File: src/rtl/sar_seq_pkg.sv
package sar_seq_pkg;
    typedef enum logic [1:0] {
        ST_ACQ  = 2'd0,
        ST_CONV = 2'd1,
        ST_WAIT = 2'd2
    } seq_state_e;

    localparam int IDX_CNV  = 0;
    localparam int IDX_SEL  = 1;
    localparam int IDX_RD   = 2;
    localparam int IDX_BYTE = 3;
    localparam int N_CTRL   = 4;
endpackage

File: src/rtl/seq_rst_sync.sv
module seq_rst_sync #(
    parameter int STAGES = 2
) (
    input  logic clk,
    input  logic arst_n,
    output logic rst_n
);
    logic [STAGES-1:0] chain_q;

    always_ff @(posedge clk or negedge arst_n) begin
        if (!arst_n) chain_q <= '0;
        else         chain_q <= {chain_q[STAGES-2:0], 1'b1};
    end

    assign rst_n = chain_q[STAGES-1];
endmodule

File: src/rtl/seq_ctrl_sync.sv
module seq_ctrl_sync #(
    parameter int              WIDTH  = 4,
    parameter int              STAGES = 2,
    parameter logic [WIDTH-1:0] IDLE  = '1
) (
    input  logic             clk,
    input  logic             rst_n,
    input  logic [WIDTH-1:0] async_i,
    output logic [WIDTH-1:0] level_o
);
    logic [WIDTH-1:0] stg_q [STAGES];

    always_ff @(posedge clk or negedge rst_n) begin
        if (!rst_n) begin
            for (int i = 0; i < STAGES; i++) stg_q[i] <= IDLE;
        end else begin
            stg_q[0] <= async_i;
            for (int i = 1; i < STAGES; i++) stg_q[i] <= stg_q[i-1];
        end
    end

    assign level_o = stg_q[STAGES-1];
endmodule

File: src/rtl/seq_fsm.sv
module seq_fsm
    import sar_seq_pkg::*;
#(
    parameter int DATA_W      = 16,
    parameter int CONV_CYCLES = 12,
    parameter int ABORT_MIN   = 3
) (
    input  logic              clk,
    input  logic              rst_n,
    input  logic              cnv_lvl,
    input  logic              sel_lvl,
    input  logic [DATA_W-1:0] core_word,
    output logic              busy_o,
    output logic [DATA_W-1:0] result_o
);
    localparam int CNT_W = $clog2(CONV_CYCLES + 1);
    localparam logic [CNT_W-1:0] LAST_CNT  = CNT_W'(CONV_CYCLES - 1);
    localparam logic [CNT_W-1:0] ABORT_CNT = CNT_W'(ABORT_MIN);

    typedef struct packed {
        seq_state_e        st;
        logic [CNT_W-1:0]  cnt;
        logic [DATA_W-1:0] res;
        logic              cnv_prev;
        logic              sel_prev;
    } fsm_regs_t;

    fsm_regs_t cur_q, nxt_d;
    logic cnv_fall, sel_fall, sel_low, late, abort_hit, done_hit;

    always_comb begin
        nxt_d     = cur_q;
        cnv_fall  = cur_q.cnv_prev & ~cnv_lvl;
        sel_fall  = cur_q.sel_prev & ~sel_lvl;
        sel_low   = ~sel_lvl;
        late      = (cur_q.cnt >= ABORT_CNT);
        abort_hit = 1'b0;
        done_hit  = 1'b0;
        nxt_d.cnv_prev = cnv_lvl;
        nxt_d.sel_prev = sel_lvl;
        case (cur_q.st)
            ST_ACQ: begin
                if (cnv_fall && sel_low) begin
                    nxt_d.st  = ST_CONV;
                    nxt_d.cnt = '0;
                end
            end
            ST_WAIT: begin
                if (sel_fall) nxt_d.st = ST_ACQ;
            end
            ST_CONV: begin
                nxt_d.cnt = cur_q.cnt + 1'b1;
                abort_hit = late && ((cnv_fall && sel_low) || sel_fall);
                done_hit  = (cur_q.cnt == LAST_CNT);
                if (abort_hit) begin
                    nxt_d.st  = ST_ACQ;
                    nxt_d.res = '0;
                end else if (done_hit) begin
                    nxt_d.st  = sel_low ? ST_ACQ : ST_WAIT;
                    nxt_d.res = core_word;
                end
            end
            default: nxt_d.st = ST_ACQ;
        endcase
    end

    always_ff @(posedge clk or negedge rst_n) begin
        if (!rst_n) begin
            cur_q.st       <= ST_ACQ;
            cur_q.cnt      <= '0;
            cur_q.res      <= '0;
            cur_q.cnv_prev <= 1'b1;
            cur_q.sel_prev <= 1'b1;
        end else begin
            cur_q <= nxt_d;
        end
    end

    assign busy_o   = (cur_q.st == ST_CONV);
    assign result_o = cur_q.res;

    AST_END_ON_TIME: assert property (@(posedge clk) disable iff (!rst_n)
        (cur_q.st == ST_CONV && cur_q.cnt == LAST_CNT) |=> (cur_q.st != ST_CONV));
    AST_START_NEEDS_SEL: assert property (@(posedge clk) disable iff (!rst_n)
        $rose(busy_o) |-> $past(sel_low));
    AST_EARLY_EDGE_IGNORED: assert property (@(posedge clk) disable iff (!rst_n)
        (cur_q.st == ST_CONV && cur_q.cnt < ABORT_CNT) |=> (cur_q.st == ST_CONV));
    AST_RESULT_HELD_BUSY: assert property (@(posedge clk) disable iff (!rst_n)
        busy_o |-> $stable(result_o));
endmodule

File: src/rtl/seq_bus.sv
module seq_bus #(
    parameter int DATA_W = 16
) (
    input  logic              clk,
    input  logic              rst_n,
    input  logic              sel_low,
    input  logic              rd_low,
    input  logic              byte_hi,
    input  logic [DATA_W-1:0] result,
    output logic              oe_o,
    output logic [DATA_W-1:0] data_o
);
    localparam int HALF = DATA_W / 2;

    typedef struct packed {
        logic              oe;
        logic [DATA_W-1:0] data;
    } bus_regs_t;

    bus_regs_t cur_q, nxt_d;
    logic [DATA_W-1:0] folded;

    always_comb begin
        folded     = byte_hi ? {result[HALF-1:0], {HALF{1'b1}}} : result;
        nxt_d.oe   = sel_low & rd_low;
        nxt_d.data = nxt_d.oe ? folded : '0;
    end

    always_ff @(posedge clk or negedge rst_n) begin
        if (!rst_n) begin
            cur_q.oe   <= 1'b0;
            cur_q.data <= '0;
        end else begin
            cur_q <= nxt_d;
        end
    end

    assign oe_o   = cur_q.oe;
    assign data_o = cur_q.data;

    AST_OE_NEEDS_BOTH: assert property (@(posedge clk) disable iff (!rst_n)
        oe_o |-> $past(sel_low && rd_low));
    AST_FOLD_FILL_ONES: assert property (@(posedge clk) disable iff (!rst_n)
        (oe_o && $past(byte_hi)) |-> (data_o[HALF-1:0] == {HALF{1'b1}}));
endmodule

File: src/rtl/sar_seq_ctrl.sv
module sar_seq_ctrl
    import sar_seq_pkg::*;
#(
    parameter int DATA_W      = 16,
    parameter int CONV_CYCLES = 12,
    parameter int ABORT_MIN   = 3,
    parameter int SYNC_STAGES = 2
) (
    input  logic              clk,
    input  logic              arst_n,
    input  logic              cnv_n,
    input  logic              sel_n,
    input  logic              rd_n,
    input  logic              hi_byte,
    input  logic [DATA_W-1:0] core_word,
    output logic              busy,
    output logic [DATA_W-1:0] bus_data,
    output logic              bus_oe
);
    localparam logic [N_CTRL-1:0] CTRL_IDLE = N_CTRL'(4'b0111);

    logic              rst_n;
    logic [N_CTRL-1:0] raw_ctrl, lvl_ctrl;
    logic [DATA_W-1:0] result;

    assign raw_ctrl[IDX_CNV]  = cnv_n;
    assign raw_ctrl[IDX_SEL]  = sel_n;
    assign raw_ctrl[IDX_RD]   = rd_n;
    assign raw_ctrl[IDX_BYTE] = hi_byte;

    seq_rst_sync #(.STAGES(SYNC_STAGES)) i_rst (
        .clk(clk), .arst_n(arst_n), .rst_n(rst_n)
    );

    seq_ctrl_sync #(.WIDTH(N_CTRL), .STAGES(SYNC_STAGES), .IDLE(CTRL_IDLE)) i_sync (
        .clk(clk), .rst_n(rst_n), .async_i(raw_ctrl), .level_o(lvl_ctrl)
    );

    seq_fsm #(.DATA_W(DATA_W), .CONV_CYCLES(CONV_CYCLES), .ABORT_MIN(ABORT_MIN)) i_fsm (
        .clk(clk), .rst_n(rst_n),
        .cnv_lvl(lvl_ctrl[IDX_CNV]), .sel_lvl(lvl_ctrl[IDX_SEL]),
        .core_word(core_word), .busy_o(busy), .result_o(result)
    );

    seq_bus #(.DATA_W(DATA_W)) i_bus (
        .clk(clk), .rst_n(rst_n),
        .sel_low(~lvl_ctrl[IDX_SEL]), .rd_low(~lvl_ctrl[IDX_RD]),
        .byte_hi(lvl_ctrl[IDX_BYTE]), .result(result),
        .oe_o(bus_oe), .data_o(bus_data)
    );
endmodule

File: config.mk
export PLATFORM = sky130hd
export DESIGN_NAME = sar_seq_ctrl
export DESIGN_NICKNAME = d
export VERILOG_FILES = /design/src/rtl/sar_seq_pkg.sv /design/src/rtl/seq_rst_sync.sv /design/src/rtl/seq_ctrl_sync.sv /design/src/rtl/seq_fsm.sv /design/src/rtl/seq_bus.sv /design/src/rtl/sar_seq_ctrl.sv
export SDC_FILE = /design/constraint.sdc
export NUM_CORES = 1
export LEC_CHECK = 0
export BUFFER_PORTS_ARGS = -buffer_cell sky130_fd_sc_hd__buf_2
export CAP_MARGIN = 10
export CORE_ASPECT_RATIO = 1.2
export CORE_MARGIN = 2
export CORE_UTILIZATION = 30
export CTS_CLUSTER_SIZE = 14
export DETAILED_ROUTE_END_ITERATION = 10
export HOLD_SLACK_MARGIN = 0.1
export PLACE_DENSITY = 0.6
export SKIP_CTS_REPAIR_TIMING = 1
export SLEW_MARGIN = 20
export SYNTH_ARGS = -nofsm -noshare
export SYNTH_HDL_FRONTEND = slang
export SYNTH_HIERARCHICAL = 1
export SYNTH_SLANG_ARGS = --single-unit
File: constraint.sdc
create_clock -name clk -period 1.7 [get_ports clk]
set_clock_uncertainty 0.1 [all_clocks]
set_input_delay 0.255 -clock clk [delete_from_list [all_inputs] [get_ports clk]]
set_output_delay 0.255 -clock clk [all_outputs]
set_load 0.01 [all_outputs]
## After elaboration in Yosys (flattened, before gate mapping)

Index checks and enable logic that the tools add are counted.

| storage, ports and cells | value |
|---|---|
| bits in registers | 51 |
| input bits | 22 |
| output and inout bits | 18 |
| logic and storage cells | 44 |

| cells by class | value |
|---|---|
| add/sub/neg operators | 1 |
| $lt $le $gt $ge | 1 |
| equality and inequality tests | 6 |
| mux-type cells | 11 |
| bitwise logic cells | 6 |
| reduce and logical (&&, ||, !) cells | 9 |

Operators with widths:

| cell | count |
|---|---|
| 16-bit 2-to-1 mux | 4 |
| 2-bit 2-to-1 mux | 4 |
| 4-bit case mux with 2 select lines | 1 |
| 6-bit 2-to-1 mux | 1 |
| 2-bit case mux with 3 select lines | 1 |
| 4-bit by 1-bit adder with 4-bit output (second input constant) | 1 |
| 4-bit equality test (second input constant) | 1 |
| 4-bit by 2-bit greater-or-equal comparator with 1-bit output (second input constant) | 1 |
| 2-bit by 1-bit != test with 1-bit output (second input constant) | 2 |
| 2-bit AND reduction | 2 |
| 2-bit nonzero test | 2 |
| 1-bit AND | 3 |
| 3-bit by 1-bit != test with 1-bit output (second input constant) | 1 |
| 1-bit NOT | 3 |
| 3-bit AND reduction | 1 |
| 2-bit by 1-bit equality test with 1-bit output (second input constant) | 1 |
| 2-bit equality test (second input constant) | 1 |
| 1-bit logical AND | 2 |
| 2-bit logical NOT | 1 |
| 1-bit logical OR | 1 |

## Logic depth before layout (Yosys ltp)

| depth | value |
|---|---|
| word-level depth | 7 |
| depth in mapped cells | 6 |
| depth with buffers taken out | 5 |

## Modules after synthesis

Netlist, hierarchy kept.

By module, submodules not included:

| module | times used | cells each | area each (µm²) | sequential area each (µm²) |
|---|---|---|---|---|
| seq_fsm | 1 | 90 | 1,106.1 | 603.1 |
| seq_bus | 1 | 54 | 639.4 | 425.4 |
| seq_ctrl_sync | 1 | 12 | 237.7 | 207.7 |
| seq_rst_sync | 1 | 3 | 53.8 | 50.0 |
| sar_seq_ctrl | 1 | 2 | 7.5 | 0.0 |

## Worst setup path before layout

No wires, ideal clock.

| path | value |
|---|---|
| kind | register to register |
| start | reg i_sync.stg_q, in the netlist i_sync/level_o[1] |
| end | reg i_fsm.cur_q, in the netlist i_fsm/result_o[10] |
| setup time | 65 ps |
| arrival time | 1,584 ps |
| data required time | 1,535 ps |
| slack | -49 ps |
| stages on the path, launching flop included | 7 |
| buffers on the path | 2 |
| clock period less this slack | 1,749 ps |
| cells stage by stage | dfstp_2 buf_4 inv_2 a221o_1 a32oi_4 buf_6 a22o_1 |

| between the ends | value |
|---|---|
| word-level cells in the longest chain between the ends | 6 |
| elaborated cells between the ends (all ways) | 8 |
| classes of those cells | mux (1); bitwise (2); reduce/logical (5) |

Ends and longest elaborated chain:

| item | line | source |
|---|---|---|
| start, declared | seq_ctrl_sync.sv:11 | `logic [WIDTH-1:0] stg_q [STAGES];` |
| 1-bit NOT (*) | seq_fsm.sv:34, seq_fsm.sv:35 |  |
| 1-bit AND / 1-bit logical AND (equally long branches) | seq_fsm.sv:34, seq_fsm.sv:53 |  |
| 1-bit logical OR (*) | seq_fsm.sv:53 | `abort_hit = late && ((cnv_fall && sel_low) \|\| sel_fall);` |
| 1-bit logical AND (*) | seq_fsm.sv:53 |  |
| 2-bit nonzero test (no line) | - |  |
| 2-bit AND reduction (no line) | - |  |
| end signal, assigned | seq_fsm.sv:75 | `cur_q <= nxt_d;` |
| end, declared | seq_fsm.sv:28 | `fsm_regs_t cur_q, nxt_d;` |

Mark *: on every way between the ends. The rest lies on a longest branch, timed or not.
A chain may end at the register's enable or synchronous reset.

## Worst setup path after layout

| path | value |
|---|---|
| start | reg i_sync.stg_q, in the netlist i_sync/level_o[0] |
| end | reg i_fsm.cur_q, in the netlist i_fsm/result_o[13] |

| between the ends | value |
|---|---|
| word-level cells in the longest chain between the ends | 7 |
| elaborated cells between the ends (all ways) | 8 |
| classes of those cells | mux (1); bitwise (2); reduce/logical (5) |

Ends and longest elaborated chain:

| item | line | source |
|---|---|---|
| 1-bit NOT (*) | seq_fsm.sv:33 | `cnv_fall = cur_q.cnv_prev & ~cnv_lvl;` |
| 1-bit AND (*) | seq_fsm.sv:33 |  |
| 1-bit logical AND (*) | seq_fsm.sv:53 |  |
| 1-bit logical OR (*) | seq_fsm.sv:53 |  |
| 1-bit logical AND (*) | seq_fsm.sv:53 |  |
| 2-bit nonzero test (no line) | - |  |
| 2-bit AND reduction (no line) | - |  |

Marks and branches as above.

==> summary.md <==
The first detailed-routing pass took 4 iterations. The leading register cell type out of synthesis is sky130_fd_sc_hd__dfrtp_1. Leaving out fill and tap cells, the most frequent cell in the layout is sky130_fd_sc_hd__dfrtp_1.

The die covers 7490 um^2. The total routing usage reported by global routing is 10.4%, and the height of the chip is 94.4 um. The port buffer count works out to 39.

Setup repair after global routing could not meet its margin everywhere. Minimum clock period after layout: 1.73 ns. The launch point of the worst reg-to-reg path was i_sync/level_o[0].

Row generation in the floorplan step produced 32 rows. Counting every instance in the synthesized netlist gives 161. The routed via count divided by cell count came out at 4.20. The total grt overflow came out at 0. The worst-case clock buffer depth was 2.

Compared with the post-synthesis result, the final layout area differs by 27.7%. The repair_antennas step left the layout with diodes totalling 0. The clock-pin slew of the registers on the worst-case setup and hold paths is 0.08 ns.

The worst setup path is captured at a register. The final route contains 1,274 vias. Dividing total power by cell area gives a power density of 1280 nW/um^2. The post-route netlist has 35.3% of its cells at a drive strength greater than 1.

In this run, synthesis produced a sequential element count of 51. The tools report the total routed wirelength as 3.72 mm. The yosys synthesis warning count is 6. The run finished, with violations left.

The maximum net fanout on the critical path was 15. The clock reaches the later pin of the worst-skew pair after 0.29 ns. At the worst endpoint, the arrival time is 1.87 ns. The run gives -0.0348 ns as the post-layout worst setup margin. Leaving out fill and tap cells, the most frequent cells in the layout are sky130_fd_sc_hd__dfrtp_1, sky130_fd_sc_hd__buf_2, sky130_fd_sc_hd__nor2_1, sky130_fd_sc_hd__dlygate4sd3_1, sky130_fd_sc_hd__a22o_1. After synthesis, the share of flip-flops with an asynchronous set or reset is 100%. The run gives 576 MHz as the upper clock frequency limit.

The design draws 3.35 mW. The first routing iteration left 78 violations. The mean routed wirelength per cell is 12.3 um.

The DRC violations left is 0, and the x dimension of the die is 79.4 um. The number of buffers created by CTS was 5. The worst hold path belongs to the class register to async pin. At the worst endpoint, the required time is 1.84 ns. The H-tree depth came out at 2. The leakage component of the power is 1.31 nW. Mapped cell area: 2040 um^2.

The class of the most critical setup path was register to register. Number of max-slew violations in the final report: 0. The sequential area share after synthesis is 62.9%, and the mean post-synth cell area is 12.7 um^2. Measured on the finished design, the core utilization comes to 40.0%. TritonCTS built the clock tree. The first global-routing pass estimated 5.80 mm of wire.

The worst register-to-register path has a depth of 6. The number of global-route vias before repair is 1,158, and the number of distinct library cell variants in the gate-level netlist after synthesis is 30. The maximum number of pins on one net before global-route repair was 34.

The number of enable-type register cells in the synthesized netlist is 0. After the last flow step, the layout net total stands at 240. Across the run, the number of max-cap violations was 0. The final reports fail on negative setup slack. The worst setup path is launched from a register.

The tools report the final number of hold-violating endpoints as 0. The cell area after placement was 2260 um^2; the number of nets produced by synthesis was 184. The run gives 31.3% as the effective utilization at floorplan. Across all register-to-register paths, the minimum setup slack is -0.03 ns. The final-report setup violation count came out at 15. The floorplan step defined a core boundary enclosing 6530 um^2. Counting every sink on the clock net gives 51. The tools report the initial antenna violation count as 0. The finished cells cover 2610 um^2.

The tools report the destination of the worst register-to-register timing path as i_fsm/result_o[13]. The portion of the clock cycle consumed by the worst path in the final layout is 102%. 40 I/O pins were placed.

The tools report the worst ir drop on vdd as 0.498 mV. For the count of nets left with antenna violations after detail routing, the log shows 0. CTS placed an instance of sky130_fd_sc_hd__clkbuf_8 at the clock tree root. Detailed placement finished with a half-perimeter wire length of 2.63 mm. Final setup TNS: -0.364 ns. Routability-driven placement finished with a final weighted congestion of 0.769.
==> final cells by class <==
cell class                 count  area (um^2)
clock inverter                 1         30.0
tap                           85          106
inverter                       7         26.3
multi-input combinational     78          538
clock buffer                   7         76.3
fill                         632         3920
timing repair buffer          74          547
sequential                    51         1290
==> synth_stat cells, types with 2 or more instances <==
library cell	number	area, um^2
sky130_fd_sc_hd__a22o_1	18	158
sky130_fd_sc_hd__buf_4	21	158
sky130_fd_sc_hd__buf_6	2	22.5
sky130_fd_sc_hd__dfrtp_1	43	1080
sky130_fd_sc_hd__dfstp_2	8	210
sky130_fd_sc_hd__inv_1	5	18.8
sky130_fd_sc_hd__inv_2	2	7.51
sky130_fd_sc_hd__mux2i_1	8	80.1
sky130_fd_sc_hd__nand2_1	5	18.8
sky130_fd_sc_hd__nand2b_1	2	12.5
sky130_fd_sc_hd__nor2_1	25	93.8
sky130_fd_sc_hd__nor2b_1	2	12.5
sky130_fd_sc_hd__o21ai_0	3	15.0
==> metrics by stage <==
stage          hold WS (ns)  setup WS (ns)  cells
3_5_place_dp        -0.0575         -0.311    274
6_report             0.0897        -0.0348    303
5_1_grt               0.108         -0.107    303
2_1_floorplan        -0.141        0.00644    161
4_1_cts              -0.385         -0.352    282
3_3_place_gp        -0.0591         -0.272    274
==> worst max path at each step <==
stage | start | end | slack [ns]
CTS | i_fsm/cur_q[19] | i_fsm/result_o[4] | -0.35
global route | i_sync/level_o[0] | i_fsm/result_o[3] | -0.11
global placement | i_fsm/cur_q[19] | i_fsm/result_o[12] | -0.27
detailed placement | i_fsm/cur_q[18] | i_fsm/result_o[3] | -0.31
floorplan | i_sync/level_o[1] | i_fsm/result_o[10] | 0.006
finish | i_sync/level_o[0] | i_fsm/result_o[13] | -0.03
==> critical path, cell delays in order, from the launching register on <==
cell and delay, ns:
sky130_fd_sc_hd__dfstp_2 0.54, sky130_fd_sc_hd__buf_6 0.09, sky130_fd_sc_hd__nor3b_2 0.04, sky130_fd_sc_hd__a221o_1 0.32, sky130_fd_sc_hd__a32oi_4 0.29, sky130_fd_sc_hd__buf_12 0.17
sky130_fd_sc_hd__a22o_1 0.13
==> power by group <==
| part | internal, mW | switching [mW] |
|---|---|---|
| combinational | 0.498 | 0.422 |
| sequential | 1.46 | 0.167 |
| clock | 0.440 | 0.360 |
| total | 2.40 | 0.950 |
==> metal layers <==
layer  wire length (um)  up-vias  GRT usage [%]
met5                  0        -              0
met4                 95        0           6.03
met3                139        5           2.68
met2               1760       29           15.7
met1               1720      612           13.6
li1                   -      628              -
==> state kept, by name, indices dropped and copies added, names as in the netlist <==
| register | count |
|---|---|
| i_fsm/cur_q | 8 |
| i_sync/stg_q | 4 |
| i_bus/oe_o | 1 |
| i_sync/level_o | 4 |
| i_rst/chain_q | 2 |
| i_fsm/result_o | 16 |
| i_bus/data_o | 16 |
==> cell families after synthesis <==
family	Yosys count	synth area share, %
muxes	8	3.92
buffers and inverters	32	11.3
adders and majority gates	1	0.612
AOI/OAI and AO/OA	28	12.1
xor gates and xnor gates	1	0.428
and+or+nand+nor	39	8.57
other	1	0.183
DFF	51	62.9
No activity file was read; power rests on OpenSTA's default activity.
